==> config.mk <==
export PLATFORM = sky130hd
export DESIGN_NAME = drvsup_supervisor
export DESIGN_NICKNAME = d
export VERILOG_FILES = /design/src/rtl/drvsup_pkg.sv /design/src/rtl/drvsup_caltimer.sv /design/src/rtl/drvsup_ctrl.sv /design/src/rtl/drvsup_supervisor.sv
export SDC_FILE = /design/constraint.sdc
export NUM_CORES = 1
export LEC_CHECK = 0
export CORE_ASPECT_RATIO = 1.5
export CORE_MARGIN = 2
export CORE_UTILIZATION = 24
export CTS_CLUSTER_SIZE = 14
export DETAILED_ROUTE_END_ITERATION = 10
export GPL_TIMING_DRIVEN = 0
export MAX_ROUTING_LAYER = met4
export PLACE_DENSITY = 0.37
export SLEW_MARGIN = 15
export SYNTH_ARGS = -nofsm -noshare
export SYNTH_HDL_FRONTEND = slang
export SYNTH_HIERARCHICAL = 1
export SYNTH_SLANG_ARGS = --single-unit
export TNS_END_PERCENT = 20
==> constraint.sdc <==
create_clock -name clk -period 2.92 [get_ports clk]
set_input_delay 0.584 -clock clk [delete_from_list [all_inputs] [get_ports clk]]
set_output_delay 0.584 -clock clk [all_outputs]
set_load 0.01 [all_outputs]
==> src/rtl/drvsup_pkg.sv <==
package drvsup_pkg;
  typedef struct packed {
    logic calStart;
    logic calAbort;
  } calStrobe_t;
endpackage

==> src/rtl/drvsup_caltimer.sv <==
module drvsup_caltimer
  import drvsup_pkg::*;
#(
  parameter int CAL_CYCLES = 6_000_000
) (
  input  logic       clk,
  input  logic       rstN,
  input  calStrobe_t strb,
  output logic       calBusy,
  output logic       calExpire
);
  localparam int CNT_W = $clog2(CAL_CYCLES + 1);
  localparam logic [CNT_W-1:0] LAST = CNT_W'(CAL_CYCLES - 1);

  logic             active;
  logic [CNT_W-1:0] cnt;

  always_ff @(posedge clk) begin
    if (!rstN) begin
      active <= 1'b0;
      cnt    <= '0;
    end else if (strb.calAbort) begin
      active <= 1'b0;
      cnt    <= '0;
    end else if (strb.calStart) begin
      active <= 1'b1;
      cnt    <= '0;
    end else if (active) begin
      if (cnt == LAST) active <= 1'b0;
      else             cnt    <= cnt + 1'b1;
    end
  end

  assign calBusy   = active;
  assign calExpire = active && (cnt == LAST) && !strb.calAbort && !strb.calStart;

  // an abort strobe ends the interval on the next cycle
  assert_abort_stops_R10: assert property (@(posedge clk) disable iff (!rstN)
    strb.calAbort |=> !calBusy);
  // a start strobe always yields a busy interval
  assert_start_busy_R8: assert property (@(posedge clk) disable iff (!rstN)
    (strb.calStart && !strb.calAbort) |=> calBusy);
endmodule

==> src/rtl/drvsup_ctrl.sv <==
module drvsup_ctrl
  import drvsup_pkg::*;
(
  input  logic       clk,
  input  logic       rstN,
  input  logic       supPreOk,
  input  logic       supStartOk,
  input  logic       supBelowFall,
  input  logic       swOverVolt,
  input  logic       enLevel,
  input  logic       calExpire,
  output calStrobe_t strb,
  output logic       enableOk,
  output logic       lowSideForce,
  output logic       enPullDown
);
  logic uvLock;
  logic ovpLatch;
  logic pcArm;
  logic startupDone;
  logic calDone;
  logic enPrev;
  logic enRise;
  logic windowOpen;
  logic ovpTrip;

  assign enRise     = enLevel && !enPrev;
  assign windowOpen = supPreOk && !startupDone;
  assign ovpTrip    = windowOpen && swOverVolt;

  always_comb begin
    strb.calAbort = !enLevel || supBelowFall;
    strb.calStart = enRise && !strb.calAbort;
  end

  // undervoltage lockout with hysteresis
  always_ff @(posedge clk) begin
    if (!rstN)             uvLock <= 1'b1;
    else if (supBelowFall) uvLock <= 1'b1;
    else if (supStartOk)   uvLock <= 1'b0;
  end

  // pre-overvoltage latch, released only by a power cycle
  always_ff @(posedge clk) begin
    if (!rstN) begin
      ovpLatch <= 1'b0;
      pcArm    <= 1'b0;
    end else if (ovpTrip) begin
      ovpLatch <= 1'b1;
      pcArm    <= 1'b0;
    end else if (ovpLatch) begin
      if (supBelowFall)            pcArm <= 1'b1;
      else if (pcArm && supStartOk) begin
        ovpLatch <= 1'b0;
        pcArm    <= 1'b0;
      end
    end
  end

  // startup window and calibration completion
  always_ff @(posedge clk) begin
    if (!rstN) begin
      startupDone <= 1'b0;
      calDone     <= 1'b0;
      enPrev      <= 1'b0;
    end else begin
      enPrev <= enLevel;
      if (supBelowFall)   startupDone <= 1'b0;
      else if (calExpire) startupDone <= 1'b1;
      if (strb.calAbort || strb.calStart) calDone <= 1'b0;
      else if (calExpire)                 calDone <= 1'b1;
    end
  end

  assign enableOk     = !uvLock && !ovpLatch && enLevel && calDone;
  assign lowSideForce = ovpLatch;
  assign enPullDown   = uvLock || ovpLatch;

  // a falling-level sample always yields lockout next cycle
  assert_below_locks_R3: assert property (@(posedge clk) disable iff (!rstN)
    supBelowFall |=> enPullDown && !enableOk);
  // the latch cannot release while no start sample follows
  assert_latch_holds_R7: assert property (@(posedge clk) disable iff (!rstN)
    (lowSideForce && !supStartOk) |=> lowSideForce);
  // a trip inside the window forces the low side
  assert_trip_forces_R5: assert property (@(posedge clk) disable iff (!rstN)
    ovpTrip |=> lowSideForce && enPullDown);
  // never enabled while forcing low side
  assert_force_excl_R9: assert property (@(posedge clk) disable iff (!rstN)
    lowSideForce |-> !enableOk);
  // enable low drops enable-ok at once
  assert_en_low_off_R9: assert property (@(posedge clk) disable iff (!rstN)
    !enLevel |-> !enableOk);
endmodule

==> src/rtl/drvsup_supervisor.sv <==
module drvsup_supervisor
  import drvsup_pkg::*;
#(
  parameter int CAL_CYCLES = 6_000_000
) (
  input  logic clk,
  input  logic rstN,
  input  logic supPreOk,
  input  logic supStartOk,
  input  logic supBelowFall,
  input  logic swOverVolt,
  input  logic enLevel,
  output logic enableOk,
  output logic lowSideForce,
  output logic enPullDown,
  output logic calBusy
);
  calStrobe_t strb;
  logic       calExpire;

  drvsup_ctrl u_ctrl (
    .clk          (clk),
    .rstN         (rstN),
    .supPreOk     (supPreOk),
    .supStartOk   (supStartOk),
    .supBelowFall (supBelowFall),
    .swOverVolt   (swOverVolt),
    .enLevel      (enLevel),
    .calExpire    (calExpire),
    .strb         (strb),
    .enableOk     (enableOk),
    .lowSideForce (lowSideForce),
    .enPullDown   (enPullDown)
  );

  drvsup_caltimer #(.CAL_CYCLES(CAL_CYCLES)) u_cal (
    .clk       (clk),
    .rstN      (rstN),
    .strb      (strb),
    .calBusy   (calBusy),
    .calExpire (calExpire)
  );

  // calibration and switching are mutually exclusive
  assert_busy_excl_R8: assert property (@(posedge clk) disable iff (!rstN)
    calBusy |-> !enableOk);
endmodule

Word level (Yosys, flattened, before mapping)
Cells that the tools add are included.
Widths: inputs -> output; s select.
Storage, ports and cells
  register bits after elaboration: 30
  output and inout port bits: 4
  logic and storage cells: 50
Operators by class
  $add $sub $neg: 1
  eq/ne operators: 1
  multiplexer cells: 9
  bitwise operators: 2
  reductions and logical operators: 29
Operator list (count)
  $add 23x1->23 const B: 1
  $eq 23x23->1 const B: 1
  $logic_and 1x1->1: 11
  $mux 1: 9
  $reduce_or 2->1: 4
  $logic_not 1->1: 7
  $reduce_and 2->1: 2
  $logic_or 1x1->1: 3
  $reduce_or 3->1: 1
  $not 1->1: 2
  $reduce_bool 2->1: 1

Longest topological paths before layout
Gate-level depths: netlist (run 1).
  depth in word-level cells: 6
  gate-level depth with buffers: 7

By module
Netlist (run 1), hierarchy kept.
By module, submodules not included
  drvsup_caltimer: times used 1, cells an instance 136, area each 1152.4 µm², sequential area each 480.5 µm²
  drvsup_ctrl: times used 1, cells an instance 26, area each 245.2 µm², sequential area each 120.1 µm²

Worst setup path before layout (run 1)
OpenSTA, ideal clock, no wires.
  kind: reg-to-reg
  start point: reg u_cal.cnt[0]
  end point: reg u_cal.cnt[22]
  setup time: 128 ps
  arrival time: 1583 ps
  data required time: 2792 ps
  setup slack: 1210 ps
  cell stages (with the launch flop): 8
  path buffers: 1
  clock period less this slack: 1710 ps
  cells stage by stage: dfxtp_1 > ha_1 > nand2_1 > or2_1 > buf_6 > or4b_4 > xor2_1 > nor2_1
Between the ends
  cells in the longest elaborated chain, start to end: 3
  elaborated cells between the ends (all ways): 4
  those cells by class: 1 x add/sub; 1 x eq/ne; 1 x bitwise; 1 x reduce/logical
Ends and longest elaborated chain
  from (decl): RTL line drvsup_caltimer.sv:16  | logic [CNT_W-1:0] cnt;
  from (signal assigned): RTL line drvsup_caltimer.sv:30  | else cnt <= cnt + 1'b1;
  branches (longest 3 deep; another with $add 23x1->23)
Several ways; the timed one is not identified.
A chain may end at the register's enable or synchronous reset.

Worst setup path in the final report (run 1)
  start point: in enLevel
  end point: out enableOk
Between the ends
  cells in the longest elaborated chain, start to end: 2
Ends and longest elaborated chain
  from (decl): RTL line drvsup_supervisor.sv:12  | input logic enLevel,
  $logic_and 1x1->1 (2 in a row): RTL line drvsup_ctrl.sv:75  | assign enableOk = !uvLock && !ovpLatch && enLevel && calDone;
  to (decl): RTL line drvsup_supervisor.sv:13  | output logic enableOk,
No other way between the ends.

==> flow_summary.html, run 1 <==
<table>
<tr><th>Metric</th><th>Value</th></tr>
<tr><th colspan="2">Min path</th></tr>
<tr><td>Worst hold path type</td><td>reg2reg</td></tr>
<tr><td>Beginning of the worst hold path</td><td>u_ctrl/uvLock</td></tr>
<tr><td>Worst hold path endpoint</td><td>u_ctrl/uvLock</td></tr>
<tr><td>Worst hold stages</td><td>1</td></tr>
<tr><th colspan="2">Logic synthesis</th></tr>
<tr><td>Post-synthesis net count</td><td>170</td></tr>
<tr><td>Largest area contributor in the synthesized netlist</td><td>sky130_fd_sc_hd__dfxtp_1</td></tr>
<tr><td>Sequential share of the synthesized area</td><td>43.0%</td></tr>
<tr><td>Cell area after synthesis</td><td>~1400 µm²</td></tr>
<tr><td>FF+latch count, synth</td><td>30</td></tr>
<tr><td>EDFF count, synth</td><td>0</td></tr>
<tr><td>Biggest area contributors in the synthesized netlist</td><td>sky130_fd_sc_hd__dfxtp_1 43%, sky130_fd_sc_hd__xor2_1 8.1%, sky130_fd_sc_hd__nor2_1 7.0%</td></tr>
<tr><td>Syn_area_per_cell</td><td>8.63 µm²</td></tr>
<tr><td>Async set-or-reset flop fraction in the synthesized netlist</td><td>0%</td></tr>
<tr><td>Synth Warn #</td><td>6</td></tr>
<tr><td>Top flip-flop cell by instance count after synthesis</td><td>sky130_fd_sc_hd__dfxtp_1</td></tr>
<tr><td>Number of cells produced by synthesis</td><td>162</td></tr>
<tr><td>Post-synth top area share</td><td>43.0%</td></tr>
<tr><td>Number of distinct standard cells referenced by the synthesized netlist</td><td>39</td></tr>
<tr><th colspan="2">Timing</th></tr>
<tr><td>Final total negative setup slack</td><td>0 ns</td></tr>
<tr><td>Final slew viol count</td><td>0</td></tr>
<tr><td>Final count of hold timing violations</td><td>0</td></tr>
<tr><td>Final setup margin</td><td>approximately 0.57 ns</td></tr>
<tr><td>Share of the cycle needed by the critical path after routing</td><td>between 80% and 90%</td></tr>
<tr><td>Slew at the pin with the worst max-slew slack</td><td>0.542 ns</td></tr>
<tr><td>Clock period minus worst slack</td><td>2.35 ns</td></tr>
<tr><td>RSZ-0062 raised after global routing</td><td>no</td></tr>
<tr><td>Fmax</td><td>0.426 GHz</td></tr>
<tr><td>Worst setup skew after layout</td><td>0.00408 ns</td></tr>
<tr><td>Final setup viols</td><td>0</td></tr>
<tr><td>Normalized max-slew margin</td><td>63.7%</td></tr>
<tr><th colspan="2">Global route</th></tr>
<tr><td>Vias in the first global route</td><td>1293</td></tr>
<tr><td>Global-route wire length before repair</td><td>between 5000 and 6000 µm</td></tr>
<tr><td>Total track usage</td><td>a little under an eighth</td></tr>
<tr><td>Total grt overflow</td><td>0</td></tr>
<tr><td>Pin count of the biggest net entering global routing</td><td>11</td></tr>
<tr><td>Initial antenna violation count</td><td>0</td></tr>
<tr><th colspan="2">Clock tree</th></tr>
<tr><td>Number of H-tree levels</td><td>2</td></tr>
<tr><td>Number of buffers inserted by hold repair at cts</td><td>0</td></tr>
<tr><td>Maximum number of buffers from clock root to sink</td><td>2</td></tr>
<tr><td>Clk_lat worst skew</td><td>0.28 ns</td></tr>
<tr><td>TritonCTS clock tree</td><td>yes</td></tr>
<tr><td>Count of cells resized by post-cts repair</td><td>0</td></tr>
<tr><td>Clock root buffer master</td><td>sky130_fd_sc_hd__clkbuf_8</td></tr>
<tr><td>Clock buffers created by TritonCTS</td><td>5</td></tr>
<tr><td>Number of sinks handled by clock tree synthesis</td><td>30</td></tr>
<tr><td>Buffer count from post-CTS setup fixing</td><td>0</td></tr>
<tr><td>Clock-pin slew reported for the worst setup and hold paths after clock tree synthesis</td><td>0.06 ns</td></tr>
<tr><th colspan="2">Outcome</th></tr>
<tr><td>Result of the run</td><td>complete, no violations</td></tr>
<tr><th colspan="2">Route</th></tr>
<tr><td>Vias/cell</td><td>slightly below 5</td></tr>
<tr><td>DR WL/cell</td><td>13.1 µm</td></tr>
<tr><td>Remaining number of nets flagged by the antenna check after routing</td><td>0</td></tr>
<tr><td>Number of vias in the routed layout</td><td>around 1.2k</td></tr>
<tr><td>Detailed Routing Iterations Pass 1</td><td>4</td></tr>
<tr><td>DRC</td><td>0</td></tr>
<tr><td>Total Wirelength</td><td>3290 µm</td></tr>
<tr><td>Starting DRT DRC Count</td><td>52</td></tr>
<tr><th colspan="2">Layout</th></tr>
<tr><td>Count of nets after finishing</td><td>187</td></tr>
<tr><td>Top library cells by usage in the layout, fill and taps aside</td><td>30 x sky130_fd_sc_hd__dfxtp_1, 26 x sky130_fd_sc_hd__nor2_1, 13 x sky130_fd_sc_hd__xor2_1</td></tr>
<tr><td>Antenna diode count</td><td>0</td></tr>
<tr><td>Fill cell instance count of the final layout</td><td>around 640</td></tr>
<tr><td>Share of final-layout standard cells stronger than drive strength 1</td><td>around 8.3%</td></tr>
<tr><td>Leading cell type in the layout, fill and taps excluded</td><td>sky130_fd_sc_hd__dfxtp_1</td></tr>
<tr><td>Layout overhead on the synthesized area</td><td>21.5%</td></tr>
<tr><th colspan="2">Power</th></tr>
<tr><td>Static leakage</td><td>about 0.55 nW</td></tr>
<tr><td>PD cells</td><td>about 500 nW/µm²</td></tr>
<tr><td>Total power after layout</td><td>0.837 mW</td></tr>
<tr><td>Maximum vdd ir drop</td><td>0.198 mV</td></tr>
<tr><th colspan="2">Worst setup path</th></tr>
<tr><td>Kind of critical path</td><td>in2out</td></tr>
<tr><td>R2R Path End</td><td>u_cal/cnt[17]</td></tr>
<tr><td>Kind of start point of the critical path</td><td>primary input</td></tr>
<tr><td>Worst setup EP type</td><td>primary output</td></tr>
<tr><td>Cell count of the worst reg-to-reg path</td><td>5</td></tr>
<tr><td>RR Startpoint</td><td>u_cal/cnt[12]</td></tr>
<tr><td>Worst setup slack for register-to-register paths</td><td>0.89 ns</td></tr>
<tr><td>CP arrival</td><td>around 1.8 ns</td></tr>
<tr><td>Largest fanout on the critical path</td><td>3</td></tr>
<tr><td>Data required time at the worst endpoint</td><td>2.34 ns</td></tr>
<tr><th colspan="2">Run</th></tr>
<tr><td>Max-cap violations</td><td>0</td></tr>
<tr><th colspan="2">Floorplanning</th></tr>
<tr><td>Die Outline Area</td><td>6460 µm²</td></tr>
<tr><td>Initial standard-cell utilization of the core</td><td>around 25%</td></tr>
<tr><td>Row Count</td><td>34</td></tr>
<tr><td>Die Wd</td><td>~66 µm</td></tr>
<tr><td>Chip height</td><td>between 90 and 100 µm</td></tr>
<tr><td>Core region area</td><td>5700 µm²</td></tr>
<tr><td>Top-level I/O count</td><td>11</td></tr>
<tr><th colspan="2">Placement</th></tr>
<tr><td>Input/output buffers</td><td>10</td></tr>
<tr><td>Final HPWL from detailed placement</td><td>approximately 2500 µm</td></tr>
<tr><td>Setup Slack @ Placement</td><td>approximately 0.55 ns</td></tr>
<tr><td>Routability congestion estimate</td><td>0.816</td></tr>
</table>
[cell type report]
type | instances | area, µm² | area share [%]
Sequential cell | 30 | 601 | 35.4
Buffer | 4 | 22.5 | 1.33
Timing Repair Buffer | 10 | 100 | 5.90
Clock buffer | 8 | 110 | 6.48
Inverter | 5 | 18.8 | 1.11
Tap cell | 72 | 90.1 | 5.31
Multi-Input combinational cell | 123 | 756 | 44.5
[state kept, by name (all words and copies together) (netlist names)]
register / count
u_cal/calBusy: 1
u_cal/cnt: 23
u_ctrl/calDone: 1
u_ctrl/enPrev: 1
u_ctrl/lowSideForce: 1
u_ctrl/pcArm: 1
u_ctrl/startupDone: 1
u_ctrl/uvLock: 1
[kinds of logic after synthesis]
| kind of cell | share of synthesized area (%) |
|---|---|
| simple gates | 31.0 |
| compound gates | 12.2 |
| fa+ha+maj | 0.895 |
| xor+xnor | 10.0 |
| flops | 43.0 |
| buf+inv | 2.95 |
[synth_stat cells (all sizes together), types with 2 or more instances]
cell type	number
nor2	26
o21ai	7
clkbuf	3
a21oi	5
and4	2
a31oi	3
dfxtp	30
nor4	3
nand4	6
or3	2
nand2	11
o211ai	3
xnor2	3
nand3	8
or2	2
inv	5
nor4b	2
xor2	13
and3	4
nor3	3
nand2b	4
and2	4
[metal layers]
layer | global-route usage, % | share of wire (%)
met2 | 20.5 | 54
met5 | - | 0
met4 | 6.44 | 2.8
met1 | 11.6 | 39
met3 | 3.13 | 3.8
[power breakdown]
group / switching (mW) / internal (mW) / total, mW
Sequential: 0.00262 / 0.413 / 0.415
Clock: 0.152 / 0.238 / 0.390
Combinational: 0.0153 / 0.0164 / 0.0316
Total: 0.170 / 0.667 / 0.837
[metrics by stage]
step	utilization (%)	hold slack, ns	area (µm²)	cells
after floorplan	-	0.427	1400	162
after global placement	27.9	0.441	1590	244
after detailed placement	27.9	0.449	1590	244
after CTS	29.8	0.465	1700	252
after global routing	29.8	0.488	1700	252
final	29.8	0.464	1700	252
[worst max-delay path, stage by stage]
cell and delay, ns:
sky130_fd_sc_hd__clkdlybuf4s50_1 0.49, sky130_fd_sc_hd__nand2_1 0.07, sky130_fd_sc_hd__nor2_1 0.08, sky130_fd_sc_hd__clkdlybuf4s50_1 0.54
[how the worst max path moves through the flow]
stage / startpoint / to / slack (ns) / cells past startpoint
floorplan: u_cal/cnt[0] / u_cal/cnt[22] / 1.21 / 7
global placement: supBelowFall / u_cal/cnt[8] / 0.54 / 7
detailed placement: supBelowFall / u_cal/cnt[9] / 0.55 / 7
CTS: enLevel / enableOk / 0.55 / 4
global route: enLevel / enableOk / 0.47 / 4
finish: enLevel / enableOk / 0.57 / 4
Note: power is estimated with default switching activity, not from simulation.
==> run 2, diff against run 1 <==
PLACE_DENSITY = 0.38   (was 0.37)
clock period = 2 ns   (was 2.92 ns; I/O delays follow)
==> run 2 against run 1 <==
Hold slack worse by 0.0063 ns. Die area is the same. Combinational power rose by 51%. Highest routed layer unchanged. Total power up 39%. Clock skew grew 0.0027 ns. Core utilization up 0.13 points. Register-to-register slack got worse by 0.76 ns. Design area rose by 0.44%. Sequential share of layout area decreased by 0.16 points.
==> flow_summary.html, run 2 (synthesis gave the netlist of run 1 again) <==
<table>
<tr><th>Metric</th><th>Value</th></tr>
<tr><th colspan="2">Clock tree</th></tr>
<tr><td>Number of sinks handled by clock tree synthesis</td><td>30 (unchanged)</td></tr>
<tr><td>Maximum number of buffers from clock root to sink</td><td>2 (unchanged)</td></tr>
<tr><td>Clock-pin slew reported for the worst setup and hold paths after clock tree synthesis</td><td>0.07 ns (about the same)</td></tr>
<tr><td>Clk_lat worst skew</td><td>0.28 ns (about the same)</td></tr>
<tr><td>Clock buffers created by TritonCTS</td><td>5 (unchanged)</td></tr>
<tr><td>Number of H-tree levels</td><td>2 (unchanged)</td></tr>
<tr><td>Number of buffers inserted by hold repair at cts</td><td>0 (unchanged)</td></tr>
<tr><td>TritonCTS clock tree</td><td>yes</td></tr>
<tr><td>Clock root buffer master</td><td>sky130_fd_sc_hd__clkbuf_8</td></tr>
<tr><th colspan="2">Route</th></tr>
<tr><td>DRC</td><td>0 (unchanged)</td></tr>
<tr><td>Detailed Routing Iterations Pass 1</td><td>4 (unchanged)</td></tr>
<tr><td>DR WL/cell</td><td>13.4 µm (+2.2%)</td></tr>
<tr><td>Total Wirelength</td><td>3380 µm (+2.6%)</td></tr>
<tr><td>Starting DRT DRC Count</td><td>60 (+15%)</td></tr>
<tr><td>Remaining number of nets flagged by the antenna check after routing</td><td>0 (unchanged)</td></tr>
<tr><td>Vias/cell</td><td>4.85 (about the same)</td></tr>
<tr><td>Number of vias in the routed layout</td><td>1226 (+0.41%)</td></tr>
<tr><th colspan="2">Floorplanning</th></tr>
<tr><td>Initial standard-cell utilization of the core</td><td>24.5% (unchanged)</td></tr>
<tr><td>Die Outline Area</td><td>6460 µm² (unchanged)</td></tr>
<tr><td>Chip height</td><td>97.5 µm (unchanged)</td></tr>
<tr><td>Row Count</td><td>34 (unchanged)</td></tr>
<tr><td>Top-level I/O count</td><td>11 (unchanged)</td></tr>
<tr><td>Die Wd</td><td>66.3 µm (unchanged)</td></tr>
<tr><td>Core region area</td><td>5700 µm² (unchanged)</td></tr>
<tr><th colspan="2">Layout</th></tr>
<tr><td>Count of nets after finishing</td><td>188 (+0.53%)</td></tr>
<tr><td>Antenna diode count</td><td>0 (unchanged)</td></tr>
<tr><td>Top library cells by usage in the layout, fill and taps aside</td><td>30 x sky130_fd_sc_hd__dfxtp_1, 25 x sky130_fd_sc_hd__nor2_1, 13 x sky130_fd_sc_hd__xor2_1</td></tr>
<tr><td>Register containing the most flip-flops in the final layout</td><td>u_cal/cnt</td></tr>
<tr><td>Fill cell instance count of the final layout</td><td>650 (+1.9%)</td></tr>
<tr><td>Share of final-layout standard cells stronger than drive strength 1</td><td>11.6% (+3.3 points)</td></tr>
<tr><td>Layout overhead on the synthesized area</td><td>22.0%</td></tr>
<tr><td>Number of flip-flops under the largest register name</td><td>23 (unchanged)</td></tr>
<tr><td>Leading cell type in the layout, fill and taps excluded</td><td>sky130_fd_sc_hd__dfxtp_1</td></tr>
<tr><th colspan="2">Global route</th></tr>
<tr><td>Initial antenna violation count</td><td>0 (unchanged)</td></tr>
<tr><td>Total grt overflow</td><td>0 (unchanged)</td></tr>
<tr><td>Global-route wire length before repair</td><td>5850 µm (+3.0%)</td></tr>
<tr><td>Vias in the first global route</td><td>1243 (-3.9%)</td></tr>
<tr><td>Pin count of the biggest net entering global routing</td><td>11 (unchanged)</td></tr>
<tr><td>Total track usage</td><td>12.1% (+0.28 points)</td></tr>
<tr><th colspan="2">Worst setup path</th></tr>
<tr><td>Kind of start point of the critical path</td><td>register</td></tr>
<tr><td>CP arrival</td><td>2.03 ns (+0.27 ns)</td></tr>
<tr><td>Kind of cell adding the most delay to the critical path</td><td>simple AND/OR/NAND/NOR gates</td></tr>
<tr><td>Data required time at the worst endpoint</td><td>2.16 ns (-0.18 ns)</td></tr>
<tr><td>Critical path cell sequence</td><td>ha_1, nand2_1, or2_1, buf_6, or4b_4, xor2_1, nor2_1</td></tr>
<tr><td>Max stage delay on crit path</td><td>0.52 ns (-0.02 ns)</td></tr>
<tr><td>Worst setup EP type</td><td>register</td></tr>
<tr><td>Crit-path slowest cell</td><td>sky130_fd_sc_hd__or4b_4</td></tr>
<tr><td>Kind of critical path</td><td>reg2reg</td></tr>
<tr><td>Largest fanout on the critical path</td><td>8 (+5)</td></tr>
<tr><td>Count of buffer and inverter cells on the critical path</td><td>1 (-1)</td></tr>
<tr><th colspan="2">Timing</th></tr>
<tr><td>Slew at the pin with the worst max-slew slack</td><td>0.551 ns (+0.00833 ns)</td></tr>
<tr><td>Share of the cycle needed by the critical path after routing</td><td>93.4%</td></tr>
<tr><td>Normalized max-slew margin</td><td>63.2% (-0.56 points)</td></tr>
<tr><td>Final count of hold timing violations</td><td>0 (unchanged)</td></tr>
<tr><td>Final setup viols</td><td>0 (unchanged)</td></tr>
<tr><td>Final setup margin</td><td>0.133 ns (-0.442 ns)</td></tr>
<tr><td>Worst setup skew after layout</td><td>0.00680 ns (+0.00272 ns)</td></tr>
<tr><td>Final slew viol count</td><td>0 (unchanged)</td></tr>
<tr><td>Clock period minus worst slack</td><td>1.87 ns</td></tr>
<tr><td>Fmax</td><td>0.536 GHz</td></tr>
<tr><td>RSZ-0062 raised after global routing</td><td>no</td></tr>
<tr><th colspan="2">Power</th></tr>
<tr><td>PD cells</td><td>683 nW/µm² (+38%)</td></tr>
<tr><td>Total power after layout</td><td>1.16 mW (+39%)</td></tr>
<tr><td>Maximum vdd ir drop</td><td>0.257 mV (+30%)</td></tr>
<tr><td>Static leakage</td><td>0.557 nW (+0.99%)</td></tr>
<tr><th colspan="2">Run</th></tr>
<tr><td>Max-cap violations</td><td>0 (unchanged)</td></tr>
<tr><th colspan="2">Placement</th></tr>
<tr><td>Setup Slack @ Placement</td><td>-0.239 ns (-0.790 ns)</td></tr>
<tr><td>Final HPWL from detailed placement</td><td>2450 µm (-2.1%)</td></tr>
<tr><td>Routability congestion estimate</td><td>0.752 (-7.9%)</td></tr>
<tr><td>Input/output buffers</td><td>10 (unchanged)</td></tr>
<tr><th colspan="2">Outcome</th></tr>
<tr><td>Result of the run</td><td>complete, no violations</td></tr>
<tr><th colspan="2">Min path</th></tr>
<tr><td>Worst hold path type</td><td>reg2reg</td></tr>
</table>
==> run 2: final timing paths <==
kind                 startpoint             to  slack, ns  depth (start not counted)
hold reg to reg   u_ctrl/uvLock  u_ctrl/uvLock       0.46                          1
setup reg to reg   u_cal/cnt[0]  u_cal/cnt[22]       0.13                          7
hold / removal    u_ctrl/uvLock  u_ctrl/uvLock       0.46                          1
setup / recovery   u_cal/cnt[0]  u_cal/cnt[22]       0.13                          7
==> run 2: report_power, final <==
group / internal [mW] / leakage (nW) / switching (mW)
Combinational: 0.0244 / 0.266 / 0.0232
Sequential: 0.602 / 0.242 / 0.00408
Clock: 0.277 / 0.0482 / 0.233
Total: 0.904 / 0.557 / 0.260
==> run 2: layout make-up <==
cell class / instances / area (µm²) / share of cell area [%]
multi-input cells: 123 / 773 / 45.3
flip-flops and latches: 30 / 601 / 35.2
repair buffers: 11 / 106 / 6.24
well taps: 72 / 90.1 / 5.28
clock buffers: 7 / 86.3 / 5.06
plain buffers: 4 / 25.0 / 1.47
inverters: 5 / 18.8 / 1.10
clock inverters: 1 / 5.00 / 0.293
==> run 2: routing by layer <==
metal | vias to the layer above | wire [µm] | track usage, % | part of all wire [%]
met5 | - | 0 | - | 0
met4 | 0 | 57 | 4.87 | 1.7
met3 | 5 | 112 | 2.78 | 3.3
met2 | 24 | 1810 | 20.8 | 54
met1 | 587 | 1390 | 13.0 | 41
li1 | 610 | - | - | -
==> run 2: what timing repair did <==
item                       CTS  global route
setup buffers                0             1
resized for setup            3             6
setup endpoints to repair    4            22
pin swaps                    0             1
==> run 2: per-stage QoR <==
step / hold WS, ns / utilization [%] / std cells / TNS (ns) / cell area (µm²)
floorplan: 0.427 / - / 162 / 0 / 1400
global placement: 0.449 / 27.9 / 244 / -3.52 / 1590
detailed placement: 0.445 / 27.9 / 244 / -4.13 / 1590
CTS: 0.463 / 29.6 / 252 / 0 / 1690
global route: 0.475 / 29.9 / 253 / 0 / 1710
finish: 0.458 / 29.9 / 253 / 0 / 1710
